<file path="config.mk">
export PLATFORM = sky130hd
export DESIGN_NAME = ecc_wr_injector
export DESIGN_NICKNAME = d
export VERILOG_FILES = /design/src/rtl/ecc_inj_pkg.sv /design/src/rtl/ecc_inj_ctrl.sv /design/src/rtl/ecc_inj_lane.sv /design/src/rtl/ecc_inj_busy.sv /design/src/rtl/ecc_wr_injector.sv
export SDC_FILE = /design/constraint.sdc
export NUM_CORES = 1
export LEC_CHECK = 0
export BUFFER_PORTS_ARGS = -buffer_cell sky130_fd_sc_hd__buf_4
export CAP_MARGIN = 5
export CORE_ASPECT_RATIO = 0.75
export CORE_MARGIN = 5
export CORE_UTILIZATION = 25
export DETAILED_ROUTE_END_ITERATION = 10
export PLACE_DENSITY = 0.63
export SYNTH_ARGS = -nofsm -noshare
export SYNTH_HDL_FRONTEND = slang
export SYNTH_HIERARCHICAL = 1
export SYNTH_SLANG_ARGS = --single-unit
</file>
<file path="constraint.sdc">
create_clock -name clk -period 1.8 [get_ports clk]
set_input_delay 0.09 -clock clk [delete_from_list [all_inputs] [get_ports clk]]
set_output_delay 0.09 -clock clk [all_outputs]
set_load 0.005 [all_outputs]
</file>
<file path="src/rtl/ecc_inj_pkg.sv">
package ecc_inj_pkg;
   // Control register field positions; software depends on these offsets.
   localparam int unsigned CTL_ARM_BIT = 8;
   localparam int unsigned CTL_PAT_LSB = 16;
   localparam int unsigned CTL_WB_BIT  = 24;
   // Status register field positions.
   localparam int unsigned STA_BUSY_BIT = 0;
   // Pattern fields may be at most this wide before colliding with the flag.
   localparam int unsigned PAT_MAX_W = CTL_WB_BIT - CTL_PAT_LSB;
endpackage

</file>
<file path="src/rtl/ecc_inj_ctrl.sv">
module ecc_inj_ctrl
   import ecc_inj_pkg::*;
#(
   parameter int unsigned REG_W = 32,
   parameter int unsigned CHK_W = 8
) (
   input  logic             clk,
   input  logic             rst_n,
   input  logic             cfg_we,
   input  logic [REG_W-1:0] cfg_wdata,
   input  logic             beat_in,
   output logic             armed,
   output logic [CHK_W-1:0] pat,
   output logic             wb_en,
   output logic             fire,
   output logic [REG_W-1:0] rd_ctl
);
   logic unused_wdata;
   assign unused_wdata = ^cfg_wdata;

   // Injection fires on the first beat seen while armed.
   assign fire = armed & beat_in;

   always_ff @(posedge clk) begin
      if (!rst_n) begin
         armed <= 1'b0;
         pat   <= '0;
         wb_en <= 1'b0;
      end else if (cfg_we) begin
         // A software write wins over the self-clear in the same cycle.
         armed <= cfg_wdata[CTL_ARM_BIT];
         pat   <= cfg_wdata[CTL_PAT_LSB +: CHK_W];
         wb_en <= cfg_wdata[CTL_WB_BIT];
      end else if (fire) begin
         armed <= 1'b0;
      end
   end

   always_comb begin
      rd_ctl                       = '0;
      rd_ctl[CTL_ARM_BIT]          = armed;
      rd_ctl[CTL_PAT_LSB +: CHK_W] = pat;
      rd_ctl[CTL_WB_BIT]           = wb_en;
   end
endmodule

</file>
<file path="src/rtl/ecc_inj_lane.sv">
module ecc_inj_lane #(
   parameter int unsigned DATA_W  = 64,
   parameter int unsigned CHK_W   = 8,
   parameter bit          OUT_REG = 1'b1
) (
   input  logic              clk,
   input  logic              rst_n,
   input  logic              in_valid,
   input  logic [DATA_W-1:0] in_data,
   input  logic [CHK_W-1:0]  in_check,
   input  logic              fire,
   input  logic [CHK_W-1:0]  pat,
   input  logic              wb_en,
   output logic              out_valid,
   output logic [DATA_W-1:0] out_data,
   output logic [CHK_W-1:0]  out_check,
   output logic              out_inj,
   output logic              out_wb
);
   logic [CHK_W-1:0] flip;
   logic [CHK_W-1:0] chk_n;

   assign flip  = fire ? pat : '0;
   assign chk_n = in_check ^ flip;

   generate
      if (OUT_REG) begin : g_reg
         always_ff @(posedge clk) begin
            if (!rst_n) begin
               out_valid <= 1'b0;
               out_data  <= '0;
               out_check <= '0;
               out_inj   <= 1'b0;
               out_wb    <= 1'b0;
            end else begin
               out_valid <= in_valid;
               out_data  <= in_data;
               out_check <= chk_n;
               out_inj   <= fire;
               out_wb    <= fire & wb_en;
            end
         end
      end else begin : g_comb
         logic unused_clk;
         assign unused_clk = clk ^ rst_n;
         assign out_valid  = in_valid;
         assign out_data   = in_data;
         assign out_check  = chk_n;
         assign out_inj    = fire;
         assign out_wb     = fire & wb_en;
      end
   endgenerate
endmodule

</file>
<file path="src/rtl/ecc_inj_busy.sv">
module ecc_inj_busy
   import ecc_inj_pkg::*;
#(
   parameter int unsigned REG_W = 32
) (
   input  logic             wq_pending,
   input  logic             beat_in,
   input  logic             stage_occ,
   output logic             busy,
   output logic [REG_W-1:0] rd_stat
);
   assign busy = wq_pending | beat_in | stage_occ;

   always_comb begin
      rd_stat               = '0;
      rd_stat[STA_BUSY_BIT] = busy;
   end
endmodule

</file>
<file path="src/rtl/ecc_wr_injector.sv">
module ecc_wr_injector
   import ecc_inj_pkg::*;
#(
   parameter int unsigned DATA_W  = 64,
   parameter int unsigned CHK_W   = 8,
   parameter int unsigned REG_W   = 32,
   parameter bit          OUT_REG = 1'b1
) (
   input  logic              clk,
   input  logic              rst_n,
   input  logic              cfg_we,
   input  logic [REG_W-1:0]  cfg_wdata,
   output logic [REG_W-1:0]  cfg_rdata,
   output logic [REG_W-1:0]  stat_rdata,
   input  logic              wq_pending,
   input  logic              in_valid,
   input  logic [DATA_W-1:0] in_data,
   input  logic [CHK_W-1:0]  in_check,
   output logic              out_valid,
   output logic [DATA_W-1:0] out_data,
   output logic [CHK_W-1:0]  out_check,
   output logic              out_inj,
   output logic              out_wb
);
   localparam int unsigned MIN_REG_W = CTL_WB_BIT + 1;

   generate
      if (CHK_W < 1 || CHK_W > PAT_MAX_W) begin : g_bad_chk
         $error("CHK_W must be between 1 and the pattern field width");
      end
      if (REG_W < MIN_REG_W) begin : g_bad_reg
         $error("REG_W too narrow for the control fields");
      end
      if (DATA_W < 1) begin : g_bad_data
         $error("DATA_W must be positive");
      end
   endgenerate

   logic             ctl_armed;
   logic [CHK_W-1:0] ctl_pat;
   logic             ctl_wb;
   logic             fire;
   logic             stage_occ;
   logic             busy;

   ecc_inj_ctrl #(.REG_W(REG_W), .CHK_W(CHK_W)) u_ctrl (
      .clk      (clk),
      .rst_n    (rst_n),
      .cfg_we   (cfg_we),
      .cfg_wdata(cfg_wdata),
      .beat_in  (in_valid),
      .armed    (ctl_armed),
      .pat      (ctl_pat),
      .wb_en    (ctl_wb),
      .fire     (fire),
      .rd_ctl   (cfg_rdata)
   );

   ecc_inj_lane #(.DATA_W(DATA_W), .CHK_W(CHK_W), .OUT_REG(OUT_REG)) u_lane (
      .clk      (clk),
      .rst_n    (rst_n),
      .in_valid (in_valid),
      .in_data  (in_data),
      .in_check (in_check),
      .fire     (fire),
      .pat      (ctl_pat),
      .wb_en    (ctl_wb),
      .out_valid(out_valid),
      .out_data (out_data),
      .out_check(out_check),
      .out_inj  (out_inj),
      .out_wb   (out_wb)
   );

   generate
      if (OUT_REG) begin : g_occ
         assign stage_occ = out_valid;
      end else begin : g_no_occ
         assign stage_occ = 1'b0;
      end
   endgenerate

   ecc_inj_busy #(.REG_W(REG_W)) u_busy (
      .wq_pending(wq_pending),
      .beat_in   (in_valid),
      .stage_occ (stage_occ),
      .busy      (busy),
      .rd_stat   (stat_rdata)
   );
endmodule

</file>
==> results summary <==
The run finished with clean final reports. The count of boundary I/O pins is 248. Multiplexer cells account for 5.57% of the synthesized area. The post-route cell area came out at 0.00521 mm2.

The number of placement rows is 35. The sum of net half-perimeters after detailed placement came out at 5.63 mm. The number of warnings reported in the yosys synthesis log is 6. The synthesized instance count came out at 284.

Dividing total power by cell area gives a power density of 884 mW/mm2. The routed wirelength normalized by instance count came out at 12.9 um. The portion of synthesized cell area occupied by the leading cell type came out at 55.7%. The maximum net fanout on the critical path is 4. Among all flip-flop cells after synthesis, the most frequent one is sky130_fd_sc_hd__dfxtp_1. The wire length of the first global-routing pass came out at 12.6 mm. The area of the core came out at 0.0121 mm2.

The largest net degree at the start of global routing is 74. TritonCTS built the clock tree. The start point of the critical path is in_valid.

Before antenna repair, the detailed router went through 4 iterations. Summing the sequential cell areas from Yosys gives 55.7% of the chip area. The routability congestion estimate is 0.704. Setup repair after global routing left no endpoint under its margin. The die covers 0.0145 mm2. STA classifies the critical path endpoint as an output port. In the routed design, unresolved DRC markers number 0. Compared with the post-synthesis result, the final layout area differs by 70.6%. The via total after detailed routing is 2460. The total track usage came out at 11.3%. The number of vias per cell is 3.61. The total setup violations reported at the end of the flow is 0. The simple logic cell fraction of the synthesized area is 20.0%. The net count reported at finish is 621. After synthesis, the largest family of logic cells by area is simple AND/OR/NAND/NOR gates.

The number of buffers added on ports came out at 172. Sorting the synthesized cells by area gives the leading types as sky130_fd_sc_hd__dfxtp_1 56%, sky130_fd_sc_hd__buf_4 16%, sky130_fd_sc_hd__and2_1 14%, sky130_fd_sc_hd__mux2i_1 5.6%, sky130_fd_sc_hd__nand2_1 2.0%. VDD sags by at most 0.421 mV. The number of buffers inserted by post-CTS setup repair came out at 0. The iteration-0 DRC count of the detailed router came out at 39. The kind of start point of the critical path is an input port.

The critical path class is in -> out. Once detail routing completed, the nets flagged for antenna violations numbered 0. The final-layout setup total negative slack is 0 ns. Of the total synthesized cell area, the portion taken by full adders, half adders and majority gates is 0%. At the pin with the least slew margin, the transition time is 0.577 ns. The cell count of the worst reg-to-reg path came out at 3.

The average instance in the mapped netlist occupies 10.7 um2. The biggest area contributor in the post-synthesis netlist is sky130_fd_sc_hd__dfxtp_1. The number of cells traversed by the worst hold path came out at 3. The beginning of the worst register-to-register path is u_ctrl/armed. STA puts the critical path data required time at 1.71 ns. The hold violation total from the final report came out at 0. The tightest min-delay check is of the in -> reg type. The number of antenna cells inserted came out at 0. The total routed wirelength came out at 8.82 mm. The number of max-slew violations in the final report is 0.

From bottom edge to top edge, the die measures 106 um. After synthesis, the most frequently instantiated cells are 85 x sky130_fd_sc_hd__dfxtp_1, 67 x sky130_fd_sc_hd__and2_1, 65 x sky130_fd_sc_hd__buf_4. The share of the synthesized netlist area taken by xor and xnor gates is 0%. The synthesized netlist devotes 0.287% of its cell area to compound gates.

The end of the worst register-to-register path is u_lane/out_check[5]. The post-CTS clock slew at the launch and capture registers of the worst setup and hold paths is 0.07 ns. The path with the worst hold slack has its endpoint at u_ctrl/pat[3]. The total clock buffers created by CTS came out at 9. The fraction of final layout cells sized beyond drive strength 1 came out at 36.4%. The initial antenna violation count is 0. The total number of H-tree levels came out at 3.

The post-layout minimum cycle time is 1.39 ns. In this run the cell area of the synthesized design comes to 0.00305 mm2. The buffer levels on the longest clock path is 2.

The worst-case headroom to the max-slew limit is 61.5%. The area taken by multi-input logic gates is 988 um2. Summing all flip-flop and latch instances after layout gives 0.00170 mm2. The most used standard cell by instance count after synthesis is sky130_fd_sc_hd__dfxtp_1. The leakage power came out at 2.56 nW.

The total of max-cap violations came out at 0. Based on the critical path, the design can be clocked at up to 719 MHz. The startpoint identified for the worst hold timing path is cfg_wdata[19]. The number of enable flip-flop cells after synthesis is 0. The clock latency reported for the late side of the worst-skew pair came out at 0.33 ns.

The clock sink count came out at 85. STA puts the critical path data arrival time at 1.30 ns. Once the floorplan was initialized, standard cells occupied 25.2% of the core. The share of the clock period used by the worst path after layout came out at 77.3%. The maximum clock skew at final layout came out at 0.00497 ns. Once placement finished, the instance area stood at 0.00420 mm2. The horizontal extent of the die is 138 um. The flip-flop and latch count after synthesis is 85.

Global routing finished with a remaining overflow of 0. The internal reg-to-reg setup slack is 0.63 ns. The layout filler cell count came out at 1123. The via count of the first global-routing pass came out at 2457. In the synthesized netlist the async set-or-reset flop fraction comes to 0%. The number of distinct library cells after synthesis is 16. The clock root buffer is sky130_fd_sc_hd__clkbuf_16.
layout make-up:
cell class	count	area share (%)
timing repair buffer	242	38.2
sequential	85	32.7
multi-input combinational	174	19.0
clock buffer	9	4.32
tap	166	3.99
clock inverter	6	1.85
layout by cell type, fill, tap and decap left out:
| cell | count |
|---|---|
| sky130_fd_sc_hd__buf_4 | 173 |
| sky130_fd_sc_hd__dfxtp_1 | 85 |
| sky130_fd_sc_hd__dlygate4sd3_1 | 69 |
| sky130_fd_sc_hd__and2_1 | 67 |
| sky130_fd_sc_hd__conb_1 | 53 |
| sky130_fd_sc_hd__mux2i_1 | 17 |
| sky130_fd_sc_hd__nand2_1 | 16 |
| sky130_fd_sc_hd__clkbuf_16 | 9 |
| sky130_fd_sc_hd__nor2b_1 | 9 |
| sky130_fd_sc_hd__nand2b_1 | 8 |
| sky130_fd_sc_hd__bufinv_16 | 2 |
| sky130_fd_sc_hd__inv_6 | 1 |
| sky130_fd_sc_hd__inv_8 | 1 |
| sky130_fd_sc_hd__clkinv_4 | 1 |
| sky130_fd_sc_hd__clkinvlp_4 | 1 |
| sky130_fd_sc_hd__or3_1 | 1 |
| sky130_fd_sc_hd__and4bb_1 | 1 |
| sky130_fd_sc_hd__a31o_1 | 1 |
| sky130_fd_sc_hd__and3_1 | 1 |
sequential cells by signal, indices dropped and copies added (netlist names):
name	count
u_lane/out_inj	1
u_lane/out_data	64
u_lane/out_valid	1
u_ctrl/wb_en	1
u_lane/out_wb	1
u_ctrl/pat	8
u_lane/out_check	8
u_ctrl/armed	1
repair_timing:
| item | in CTS | in global routing |
|---|---|---|
| hold buffers | 69 | 0 |
| hold endpoints to repair | 69 | 0 |
| gates resized for setup | 0 | 0 |
cell families after synthesis:
family | Yosys count
AOI/OAI and AO/OA | 1
buffers and inverters | 76
DFF | 85
muxes | 17
other | 2
and+or+nand+nor | 103
critical path: stages:
cell	delay (ns)
sky130_fd_sc_hd__dlygate4sd3_1	0.54
sky130_fd_sc_hd__buf_4	0.14
sky130_fd_sc_hd__or3_1	0.38
sky130_fd_sc_hd__buf_4	0.15
per-layer routing:
metal | wire [um] | vias to the layer above | part of all wire [%] | global-route usage, %
li1 | - | 1206 | - | -
met1 | 3090 | 1095 | 35 | 10.9
met2 | 4500 | 138 | 51 | 21.0
met3 | 990 | 21 | 11 | 4.34
met4 | 240 | 0 | 2.7 | 5.41
met5 | 0 | - | 0 | 0
metrics by stage:
step | total power, mW | hold WS [ns] | instances | setup WS [ns] | util, %
global placement | 2.52 | 0.292 | 598 | 0.619 | 34.6
detailed placement | 2.53 | 0.295 | 598 | 0.577 | 34.6
CTS | 4.69 | 0.00224 | 682 | 0.437 | 42.9
floorplan | 2.31 | 0.212 | 335 | 0.932 | -
finish | 4.60 | 0.0195 | 682 | 0.409 | 42.9
global route | 4.83 | 0.0136 | 682 | 0.380 | 42.9
report_power, final:
part	leakage [nW]	internal, mW	switching [mW]
combinational	1.70	0.394	0.203
sequential	0.707	1.98	0.0363
clock	0.154	1.22	0.763
total	2.56	3.60	1.00
worst max-delay path by stage:
stage          slack, ns                   to
5_1_grt             0.38        stat_rdata[0]
3_5_place_dp        0.58  u_lane/out_check[5]
3_3_place_gp        0.62  u_lane/out_check[4]
2_1_floorplan       0.93  u_lane/out_check[3]
4_1_cts             0.44        stat_rdata[0]
6_report            0.41        stat_rdata[0]
Note: power is estimated with default switching activity, not from simulation.
